`src/rtl/rn_pkg.sv`:
```
package rn_pkg;
    // per-cycle action chosen by the rename control
    typedef enum logic [1:0] {
        ACT_IDLE    = 2'd0,
        ACT_RENAME  = 2'd1,
        ACT_RECOVER = 2'd2
    } rn_act_e;
endpackage

```
`src/rtl/rn_free_list.sv`:
```
module rn_free_list #(
    parameter int NUM_ARCH = 16,
    parameter int NUM_PHYS = 48,
    parameter int PW       = 6,
    parameter int PTR_W    = 7
) (
    input  logic             clk,
    input  logic             rst_n,
    input  logic             alloc,
    input  logic             free_en,
    input  logic [PW-1:0]    free_phys,
    input  logic             restore_en,
    input  logic [PTR_W-1:0] restore_rd,
    output logic [PW-1:0]    head_phys,
    output logic             empty,
    output logic [PTR_W-1:0] rd_ptr
);
    localparam int DEPTH = 1 << (PTR_W - 1);
    localparam int NFREE = NUM_PHYS - NUM_ARCH;

    logic [PW-1:0]    ring_q [DEPTH];
    logic [PTR_W-1:0] wr_q, rd_q, count;

    assign count     = wr_q - rd_q;
    assign empty     = (count == '0);
    assign head_phys = ring_q[rd_q[PTR_W-2:0]];
    assign rd_ptr    = rd_q;

    always_ff @(posedge clk or negedge rst_n) begin
        if (!rst_n) begin
            for (int i = 0; i < DEPTH; i++)
                ring_q[i] <= (i < NFREE) ? PW'(NUM_ARCH + i) : '0;
            wr_q <= PTR_W'(NFREE);
            rd_q <= '0;
        end else begin
            if (free_en) begin
                ring_q[wr_q[PTR_W-2:0]] <= free_phys;
                wr_q <= wr_q + 1'b1;
            end
            if (restore_en)
                rd_q <= restore_rd;
            else if (alloc)
                rd_q <= rd_q + 1'b1;
        end
    end

    // never hand out a register from an empty list (R5: frees this cycle do not count)
    p_alloc_nonempty_r6: assert property (@(posedge clk) disable iff (!rst_n)
        alloc |-> !empty);
    // a free can only arrive while some register is outstanding
    p_no_overflow_r4: assert property (@(posedge clk) disable iff (!rst_n)
        free_en |-> (count < PTR_W'(NFREE)));
endmodule

```
`src/rtl/rn_map_table.sv`:
```
module rn_map_table #(
    parameter int NUM_ARCH = 16,
    parameter int PW       = 6,
    parameter int AW       = 4
) (
    input  logic                          clk,
    input  logic                          rst_n,
    input  logic                          wr_en,
    input  logic [AW-1:0]                 wr_arch,
    input  logic [PW-1:0]                 wr_phys,
    input  logic                          restore_en,
    input  logic [NUM_ARCH-1:0][PW-1:0]   restore_map,
    output logic [NUM_ARCH-1:0][PW-1:0]   map_out
);
    logic [NUM_ARCH-1:0][PW-1:0] map_q;
    assign map_out = map_q;

    always_ff @(posedge clk or negedge rst_n) begin
        if (!rst_n) begin
            for (int i = 0; i < NUM_ARCH; i++)
                map_q[i] <= PW'(i);
        end else if (restore_en) begin
            map_q <= restore_map;
        end else if (wr_en) begin
            map_q[wr_arch] <= wr_phys;
        end
    end

    // a rename binding is visible on the next cycle
    p_rename_updates_r2: assert property (@(posedge clk) disable iff (!rst_n)
        (wr_en && !restore_en) |=> map_out[$past(wr_arch)] == $past(wr_phys));
    // a restore and a rename never collide
    p_restore_exclusive_r12: assert property (@(posedge clk) disable iff (!rst_n)
        restore_en |-> !wr_en);
endmodule

```
`src/rtl/rn_ckpt_queue.sv`:
```
module rn_ckpt_queue #(
    parameter int NUM_CKPT = 4,   // power of two
    parameter int SNAP_W   = 103,
    parameter int IW       = 2
) (
    input  logic              clk,
    input  logic              rst_n,
    input  logic              push,
    input  logic [SNAP_W-1:0] push_data,
    input  logic              pop,
    input  logic              recover,
    input  logic [IW-1:0]     recover_id,
    output logic              full,
    output logic [IW-1:0]     tail_id,
    output logic [SNAP_W-1:0] snap_out
);
    localparam int CW = IW + 1;

    logic [SNAP_W-1:0] slot_q [NUM_CKPT];
    logic [IW-1:0]     head_q, tail_q, head_n, tail_n;
    logic [CW-1:0]     cnt_q, cnt_n;

    assign full     = (cnt_q == CW'(NUM_CKPT));
    assign tail_id  = tail_q;
    assign snap_out = slot_q[recover_id];

    always_comb begin
        head_n = head_q + IW'(pop);
        if (recover) begin
            tail_n = recover_id + 1'b1;
            cnt_n  = CW'(IW'(recover_id - head_n)) + 1'b1;
        end else begin
            tail_n = tail_q + IW'(push);
            cnt_n  = cnt_q + CW'(push) - CW'(pop);
        end
    end

    always_ff @(posedge clk or negedge rst_n) begin
        if (!rst_n) begin
            head_q <= '0;
            tail_q <= '0;
            cnt_q  <= '0;
        end else begin
            head_q <= head_n;
            tail_q <= tail_n;
            cnt_q  <= cnt_n;
        end
    end

    always_ff @(posedge clk) begin
        if (push && !recover)
            slot_q[tail_q] <= push_data;
    end

    // no snapshot is written over a live slot
    p_push_not_full_r8: assert property (@(posedge clk) disable iff (!rst_n)
        push |-> !full);
    // a release needs a live slot
    p_pop_live_r11: assert property (@(posedge clk) disable iff (!rst_n)
        pop |-> (cnt_q != '0));
    // after a recovery the next slot follows the recovered one
    p_recover_tail_r10: assert property (@(posedge clk) disable iff (!rst_n)
        recover |=> tail_q == IW'($past(recover_id) + 1'b1));
endmodule

```
`src/rtl/reg_rename.sv`:
```
module reg_rename #(
    parameter int NUM_ARCH = 16,
    parameter int NUM_PHYS = 48,
    parameter int NUM_CKPT = 4,
    localparam int AW      = $clog2(NUM_ARCH),
    localparam int PW      = $clog2(NUM_PHYS),
    localparam int IW      = $clog2(NUM_CKPT)
) (
    input  logic          clk,
    input  logic          rst_n,
    input  logic          ren_valid,
    input  logic          ren_has_dst,
    input  logic [AW-1:0] ren_dst,
    input  logic          ren_branch,
    input  logic [AW-1:0] ren_src_a,
    input  logic [AW-1:0] ren_src_b,
    output logic          ren_ready,
    output logic [PW-1:0] ren_new_phys,
    output logic [PW-1:0] ren_old_phys,
    output logic [IW-1:0] ren_ckpt_id,
    output logic [PW-1:0] ren_phys_a,
    output logic [PW-1:0] ren_phys_b,
    input  logic          cmt_valid,
    input  logic          cmt_has_dst,
    input  logic [PW-1:0] cmt_old_phys,
    input  logic          cmt_branch,
    input  logic          fix_valid,
    input  logic [IW-1:0] fix_ckpt_id
);
    import rn_pkg::*;

    localparam int PTR_W  = PW + 1;
    localparam int MAP_W  = NUM_ARCH * PW;
    localparam int SNAP_W = MAP_W + PTR_W;

    logic [NUM_ARCH-1:0][PW-1:0] map_cur, map_next, map_saved;
    logic [PW-1:0]    fl_head;
    logic             fl_empty, cq_full;
    logic [PTR_W-1:0] fl_rd, rd_saved;
    logic [IW-1:0]    cq_tail;
    logic [SNAP_W-1:0] snap_push, snap_sel;
    rn_act_e          act;
    logic             do_alloc, do_push, do_restore;

    assign ren_ready = !fix_valid
                    && (!ren_has_dst || !fl_empty)
                    && (!ren_branch  || !cq_full);

    always_comb begin
        if (fix_valid)                   act = ACT_RECOVER;
        else if (ren_valid && ren_ready) act = ACT_RENAME;
        else                             act = ACT_IDLE;
    end

    always_comb begin
        do_alloc   = 1'b0;
        do_push    = 1'b0;
        do_restore = 1'b0;
        unique case (act)
            ACT_IDLE:    ;
            ACT_RENAME: begin
                do_alloc = ren_has_dst;
                do_push  = ren_branch;
            end
            ACT_RECOVER: do_restore = 1'b1;
            default:     ;
        endcase
    end

    // snapshot holds the view of instructions younger than the branch
    always_comb begin
        map_next = map_cur;
        if (ren_has_dst) map_next[ren_dst] = fl_head;
    end
    assign snap_push = {map_next, fl_rd + PTR_W'(do_alloc)};
    assign map_saved = snap_sel[SNAP_W-1:PTR_W];
    assign rd_saved  = snap_sel[PTR_W-1:0];

    assign ren_new_phys = fl_head;
    assign ren_old_phys = map_cur[ren_dst];
    assign ren_ckpt_id  = cq_tail;
    assign ren_phys_a   = map_cur[ren_src_a];
    assign ren_phys_b   = map_cur[ren_src_b];

    rn_map_table #(.NUM_ARCH(NUM_ARCH), .PW(PW), .AW(AW)) u_map (
        .clk(clk), .rst_n(rst_n),
        .wr_en(do_alloc), .wr_arch(ren_dst), .wr_phys(fl_head),
        .restore_en(do_restore), .restore_map(map_saved),
        .map_out(map_cur)
    );

    rn_free_list #(.NUM_ARCH(NUM_ARCH), .NUM_PHYS(NUM_PHYS), .PW(PW), .PTR_W(PTR_W)) u_free (
        .clk(clk), .rst_n(rst_n),
        .alloc(do_alloc),
        .free_en(cmt_valid && cmt_has_dst), .free_phys(cmt_old_phys),
        .restore_en(do_restore), .restore_rd(rd_saved),
        .head_phys(fl_head), .empty(fl_empty), .rd_ptr(fl_rd)
    );

    rn_ckpt_queue #(.NUM_CKPT(NUM_CKPT), .SNAP_W(SNAP_W), .IW(IW)) u_ckpt (
        .clk(clk), .rst_n(rst_n),
        .push(do_push), .push_data(snap_push),
        .pop(cmt_valid && cmt_branch),
        .recover(do_restore), .recover_id(fix_ckpt_id),
        .full(cq_full), .tail_id(cq_tail), .snap_out(snap_sel)
    );

    // repair cycles accept no rename
    p_fix_blocks_rename_r12: assert property (@(posedge clk) disable iff (!rst_n)
        fix_valid |-> !ren_ready);
    // a destination never gets its own displaced register
    p_new_differs_old_r2: assert property (@(posedge clk) disable iff (!rst_n)
        (ren_valid && ren_ready && ren_has_dst) |-> (ren_new_phys != ren_old_phys));
    // a rename without destination leaves the map unchanged
    p_nodst_keeps_map_r3: assert property (@(posedge clk) disable iff (!rst_n)
        (ren_valid && ren_ready && !ren_has_dst) |=> $stable(map_cur));
endmodule

```
`config.mk`:
```
export PLATFORM = sky130hd
export DESIGN_NAME = reg_rename
export DESIGN_NICKNAME = d
export VERILOG_FILES = /design/src/rtl/rn_pkg.sv /design/src/rtl/rn_free_list.sv /design/src/rtl/rn_map_table.sv /design/src/rtl/rn_ckpt_queue.sv /design/src/rtl/reg_rename.sv
export SDC_FILE = /design/constraint.sdc
export NUM_CORES = 1
export LEC_CHECK = 0
export CAP_MARGIN = 15
export CORE_MARGIN = 2
export CORE_UTILIZATION = 57
export DETAILED_ROUTE_END_ITERATION = 7
export GPL_ROUTABILITY_DRIVEN = 0
export MAX_ROUTING_LAYER = met4
export PLACE_DENSITY_LB_ADDON = 0.08
export RECOVER_POWER = 50
export SETUP_SLACK_MARGIN = 0.3
export SLEW_MARGIN = 5
export SYNTH_ARGS = -nofsm -noshare
export SYNTH_HDL_FRONTEND = slang
export SYNTH_SLANG_ARGS = --single-unit
```
`constraint.sdc`:
```
create_clock -name clk -period 11.1 [get_ports clk]
set_input_delay 3.33 -clock clk [delete_from_list [all_inputs] [get_ports clk]]
set_output_delay 3.33 -clock clk [all_outputs]
set_load 0.02 [all_outputs]
```
-- Word level (Yosys, flattened, before mapping)
Memories as Yosys holds them, arrays and structs flattened.
Index checks and enable logic that the tools add are counted.
Widths: inputs -> output; s select.
- bits of input ports: 29
- memories: 1
- latch bits: 0
- bits in read-only memories: 0
- RAM bits: 412
- flip-flop bits (word level): 501
- add/sub/neg operators: 11
- divide/modulo/power cells: 0
- multiplexer cells: 29
- shift operators: 0
- reduce and logical (&&, ||, !) cells: 18
- equality and inequality tests: 3
- $mul: 0
- $lt $le $gt $ge: 7
- bitwise logic cells: 2
- memories (name ; words ; bits a word ; rd ports ; clocked after memory_dff ; wr ports ; line ; source):
    u_ckpt.slot_q ; 4 ; 103 ; 1 ; 0 ; 1 ; rn_ckpt_queue.sv:19 ; logic [SNAP_W-1:0] slot_q [NUM_CKPT];
- operator list (operator ; count):
    $bwmux 384 ; 1
    $mux 96 ; 3
    $bwmux 96 ; 1
    $bmux 6 s4 ; 3
    $mux 6 ; 7
    $bmux 6 s6 ; 1
    $demux 6 s6 ; 1
    $demux 6 s4 ; 1
    $lt 4x5->1 const B ; 3
    $add 7x1->7 const B ; 2
    $ge 7x7->1 const B ; 2
    $mux 7 ; 2
    $not 6->7 ; 2
    $logic_and 1x1->1 ; 8
    $add 7x1->7 ; 1
    $logic_not 7->1 ; 1
    $lt 7x1->1 const B ; 1
    $sub 7x7->7 ; 1
    $logic_not 1->1 ; 6
    $mux 1 ; 6
    $add 2x1->2 ; 2
    $ge 4x1->1 const B ; 1
    $mux 2 ; 2
    $add 2x1->3 const B ; 1
    other kinds (10) ; 11

-- Depth between registers and ports, before layout
- depth after elaboration: 15
- depth in mapped cells: 14
- mapped depth without buffers: 12

-- Modules after synthesis
From an unflattened synthesis, not the netlist that was laid out.
- cell total of the unflattened synthesis: 2755
- area, all modules: 42896.1 um2
- modules (own cells, without submodules) (module ; times used ; area each (um2) ; seq. area each (um2) ; cells each):
    rn_free_list ; 1 ; 18810.5 ; 10080.9 ; 1299
    rn_ckpt_queue ; 1 ; 15336.0 ; 12547.0 ; 576
    rn_map_table ; 1 ; 5101.1 ; 2442.3 ; 566
    reg_rename ; 1 ; 3648.5 ; 0.0 ; 314

-- Worst setup path before layout
OpenSTA, ideal clock, no wires.
- path type: input to register
- start: input port fix_valid
- end: memory u_ckpt.slot_q[1][0], enable pin
- arrival time: 11.449 ns
- setup time: 0.712 ns
- path slack: -1.061 ns
- stages: 4
- path buffers: 1
- path through: clkbuf_1 a41oi_1 nand4_1 nor3b_1
- cells in the longest elaborated chain, start to end: 12
- elaborated cells on any way between the ends: 14
- those cells by class: 2 x eq/ne; 6 x mux; 6 x reduce/logical
- RTL lines (element ; line ; source):
    start: declaration ; reg_rename.sv:27 ; input logic fix_valid,
    $logic_not 1->1 ; reg_rename.sv:45 ; assign ren_ready = !fix_valid
    $logic_and 1x1->1 ; reg_rename.sv:46 ; && (!ren_has_dst || !fl_empty)
    $logic_and 1x1->1 ; reg_rename.sv:47 ; && (!ren_branch || !cq_full);
    $logic_and 1x1->1 ; reg_rename.sv:51 ; else if (ren_valid && ren_ready) act = ACT_RENAME;
    $mux 1 ; reg_rename.sv:51 ;
    $mux 2 * ; reg_rename.sv:50 ; if (fix_valid) act = ACT_RECOVER;
    $eq 2x2->1 ; reg_rename.sv:59 ; unique case (act)
    $mux 1 ; reg_rename.sv:59 ;
    $logic_not 1->1 ; rn_ckpt_queue.sv:51 ; if (push && !recover)
    $logic_and 1x1->1 * ; rn_ckpt_queue.sv:51 ;
    $mux 1 * ; rn_ckpt_queue.sv:51 ;
    $mux 1 (not written as such) * ; rn_ckpt_queue.sv:52 ; slot_q[tail_q] <= push_data;
    end: declaration ; rn_ckpt_queue.sv:19 ;
Mark *: on every way between the ends. The rest lies on a longest branch, timed or not.

-- Worst setup path in the final report
- start: input port ren_has_dst
- end: output port ren_ready
- cells in the longest elaborated chain, start to end: 4
- RTL lines (element ; line ; source):
    start: declaration ; reg_rename.sv:12 ; input logic ren_has_dst,
    $logic_not 1->1 ; reg_rename.sv:46 ;
    $logic_or 1x1->1 ; reg_rename.sv:46 ;
    $logic_and 1x1->1 ; reg_rename.sv:46 ;
    $logic_and 1x1->1 ; reg_rename.sv:47 ;
    end: declaration ; reg_rename.sv:17 ; output logic ren_ready,
No other way between the ends.

==> impl_metrics.yaml <==
run_status:
  run_status: "finished with violations"
  violations: "capacitance limit, slew limit"
synth:
  ys.flop_type: "edfxtp_1"
  synth_cell_types: 60
  synth_top_area_share_pct: 29.5
  yosysTopAreaCell: "edfxtp_1"
  synth-edff-count: 412
  ys_top_cells_by_area: "edfxtp_1 (29%), dfrtp_1 (22%), mux4_2 (14%)"
  synth.avg_cell_area_um2: 15.4
  synthCells: 2716
  ys_seq_area_share_pct: 59.8
  synth_nets: 2762
  async_flop_share_pct: 54.9
  synth-seq-cells: 913
  ys_warn_count: 0
  syn-cell-area_um2: 41900
timing:
  final-setup-viol-count: 0
  maxSlewViolCount: 187
  period_minus_slack_ps: 9680
  grt_setup_unrepaired: "false"
  tns_ps: 0
  fmax_mhz: 103
  tightestPinTransition_ps: 5910
  skew_ps: 30.6
  hold_viol_final: 0
  slew_headroom_pct: -294
  finalCritPeriodShare_pct: 87.2
routing:
  wl_per_cell_um: 27.5
  drt_wl_total_mm: 103
  drt_iter0_markers: 2169
  viasPerCell: 6.50
  drt-pass1-iter-count: 5
  vias: 24400
  antenna_left: 0
  drc: 0
worst_setup_path:
  cp-endpoint: "ren_ready"
  startpoint: "ren_has_dst"
  cp-start-kind: "primary input"
  ff2ff_path_depth: 8
  reg2reg_from: "u_free.wr_q[4]$_DFFE_PN0P_"
  worstPathRequired_ps: 7770
  r2r_setup_slack_ps: 5280
  timing_worst_setup_path_type: "in2out"
  r2r_end: "u_map.map_out[7]$_DFFE_PN0P_"
  worstPathArrival_ps: 6350
  critPathMaxFanout: 2
  cp-end-kind: "primary output"
clock_tree:
  cts_buffers: 94
  clk_pin_slew_ps: 60
  cts.sinks: 913
  clock_path_buffers: 3
  root_buffer: "clkbuf_16"
  htreeDepth: 3
  clk_latency_ps: 670
  ctsHoldBuffers: 0
  post_cts_buffers: 0
  cts_tree: "built"
  cts.repair.resized: 0
die:
  fp.dieArea_um2: 75800
  ioPinCount: 56
  core_area_um2: 73000
  die_x_um: 275
  fp-row-count: 99
  initial_core_util_pct: 57.5
  die_y_um: 275
power:
  p_leak_uw: 0.0181
  p_per_area_nw_per_um2: 196
  irDropWorstVdd_mv: 0.163
  finalPower_uw: 9090
grt:
  grt_pass1_vias: 25000
  grt_max_degree: 189
  grt_pass1_wl_mm: 158
  grt_overflow: 0
  antenna_found_initial: 1
  track_usage_pct: 28.8
final_layout:
  drive_gt1_share_pct: 37.2
  final_common_cell: "mux2_2"
  fillerInstances: 5236
  post-route-util_pct: 63.5
  area_growth_syn_to_layout_pct: 10.4
  final_nets: 2760
  most-common-layout-cells: "mux2_2 (415), edfxtp_1 (412), dfrtp_1 (370)"
  design_area_um2: 46300
placed_design:
  placed_cell_area_um2: 43100
  port_buffers: 55
  hpwl_mm: 63.5
worst_hold_path:
  holdCritPathClass: "reg2reg"
flow_run:
  max-cap-violations: 4
-- metal layers --
metal  track usage (%)  share of wire [%]  up-vias
li1                  -                  -    10400
met1              42.3                 44    13000
met2              40.9                 45      925
met3              6.72                8.4      177
met4              7.55                2.5        0
met5                 -                  0        -
-- critical path, stage by stage --
cell,delay (ps)
dlygate4sd3_1,790
nand3_1,170
a2111oi_0,1030
nand2_1,240
and2_1,240
clkdlybuf4s50_1,530
-- flip-flops by register name, summed over array words and instances, names as in the netlist --
signal / cells
u_free.rd_ptr: 7
u_ckpt.tail_id: 2
u_ckpt.cnt_q: 3
u_free.ring_q: 384
u_map.map_out: 96
u_ckpt.slot_q: 412
u_ckpt.head_q: 2
u_free.wr_q: 7
-- metrics by stage --
stage,hold slack [ps],setup WS (ps),std cells
finish,485,1420,3754
global route,515,1300,3754
CTS,492,1660,3751
detailed placement,482,1630,3575
global placement,471,1770,3575
floorplan,447,2540,2716
-- logic make-up (layout without fill, tap and decap cells) --
| logic type | after synthesis | in the layout | synth area share, % |
|---|---|---|---|
| AND/OR/NAND/NOR | 454 | 454 | 4.68 |
| XOR/XNOR | 20 | 20 | 0.418 |
| adder cells (fa/ha/maj) | 17 | 17 | 0.525 |
| flip-flops | 913 | 913 | 59.8 |
| multiplexers | 734 | 734 | 26.8 |
| other | 0 | 1 | 0 |
| AO/OA/AOI/OAI | 278 | 278 | 4.74 |
| buffers and inverters | 300 | 378 | 3.10 |
-- cell usage after synthesis, drive strengths merged, types with 23 or more instances --
cell and n:
buf 82, dfstp 129, o221ai 92, a21oi 118, nand2b 23, dfrtp 372
clkbuf 113, nand2 183, mux2i 45, nor2 167, mux4 265, inv 105
edfxtp 412, and2 32, mux2 424
-- worst min path at each step --
stage                                         from                        endpoint  slack [ps]  depth (start not counted)
floorplan               u_ckpt.head_q[1]$_DFF_PN0_      u_ckpt.head_q[1]$_DFF_PN0_         450                          1
global placement        u_ckpt.head_q[1]$_DFF_PN0_      u_ckpt.head_q[1]$_DFF_PN0_         470                          1
detailed placement      u_ckpt.head_q[1]$_DFF_PN0_      u_ckpt.head_q[1]$_DFF_PN0_         480                          1
CTS                     u_ckpt.head_q[1]$_DFF_PN0_      u_ckpt.head_q[1]$_DFF_PN0_         490                          1
global route        u_free.ring_q[145]$_DFFE_PN0P_  u_free.ring_q[145]$_DFFE_PN0P_         510                          1
finish                  u_ckpt.head_q[1]$_DFF_PN0_      u_ckpt.head_q[1]$_DFF_PN0_         480                          1
-- area by class of cell --
| class | instances | area, µm² | share of cell area, % |
|---|---|---|---|
| well taps | 959 | 1200 | 2.59 |
| inverters | 105 | 394 | 0.851 |
| repair buffers | 97 | 857 | 1.85 |
| clock inverters | 37 | 450 | 0.973 |
| flip-flops and latches | 913 | 25100 | 54.2 |
| diodes | 1 | 2.50 | 0.00541 |
| multi-input cells | 1503 | 15600 | 33.7 |
| clock buffers | 139 | 2730 | 5.90 |
-- power breakdown --
group | internal [µW] | switching, µW
clock network | 1900 | 1330
registers | 4040 | 297
logic | 712 | 803
Power figures use the tool's default switching activity.
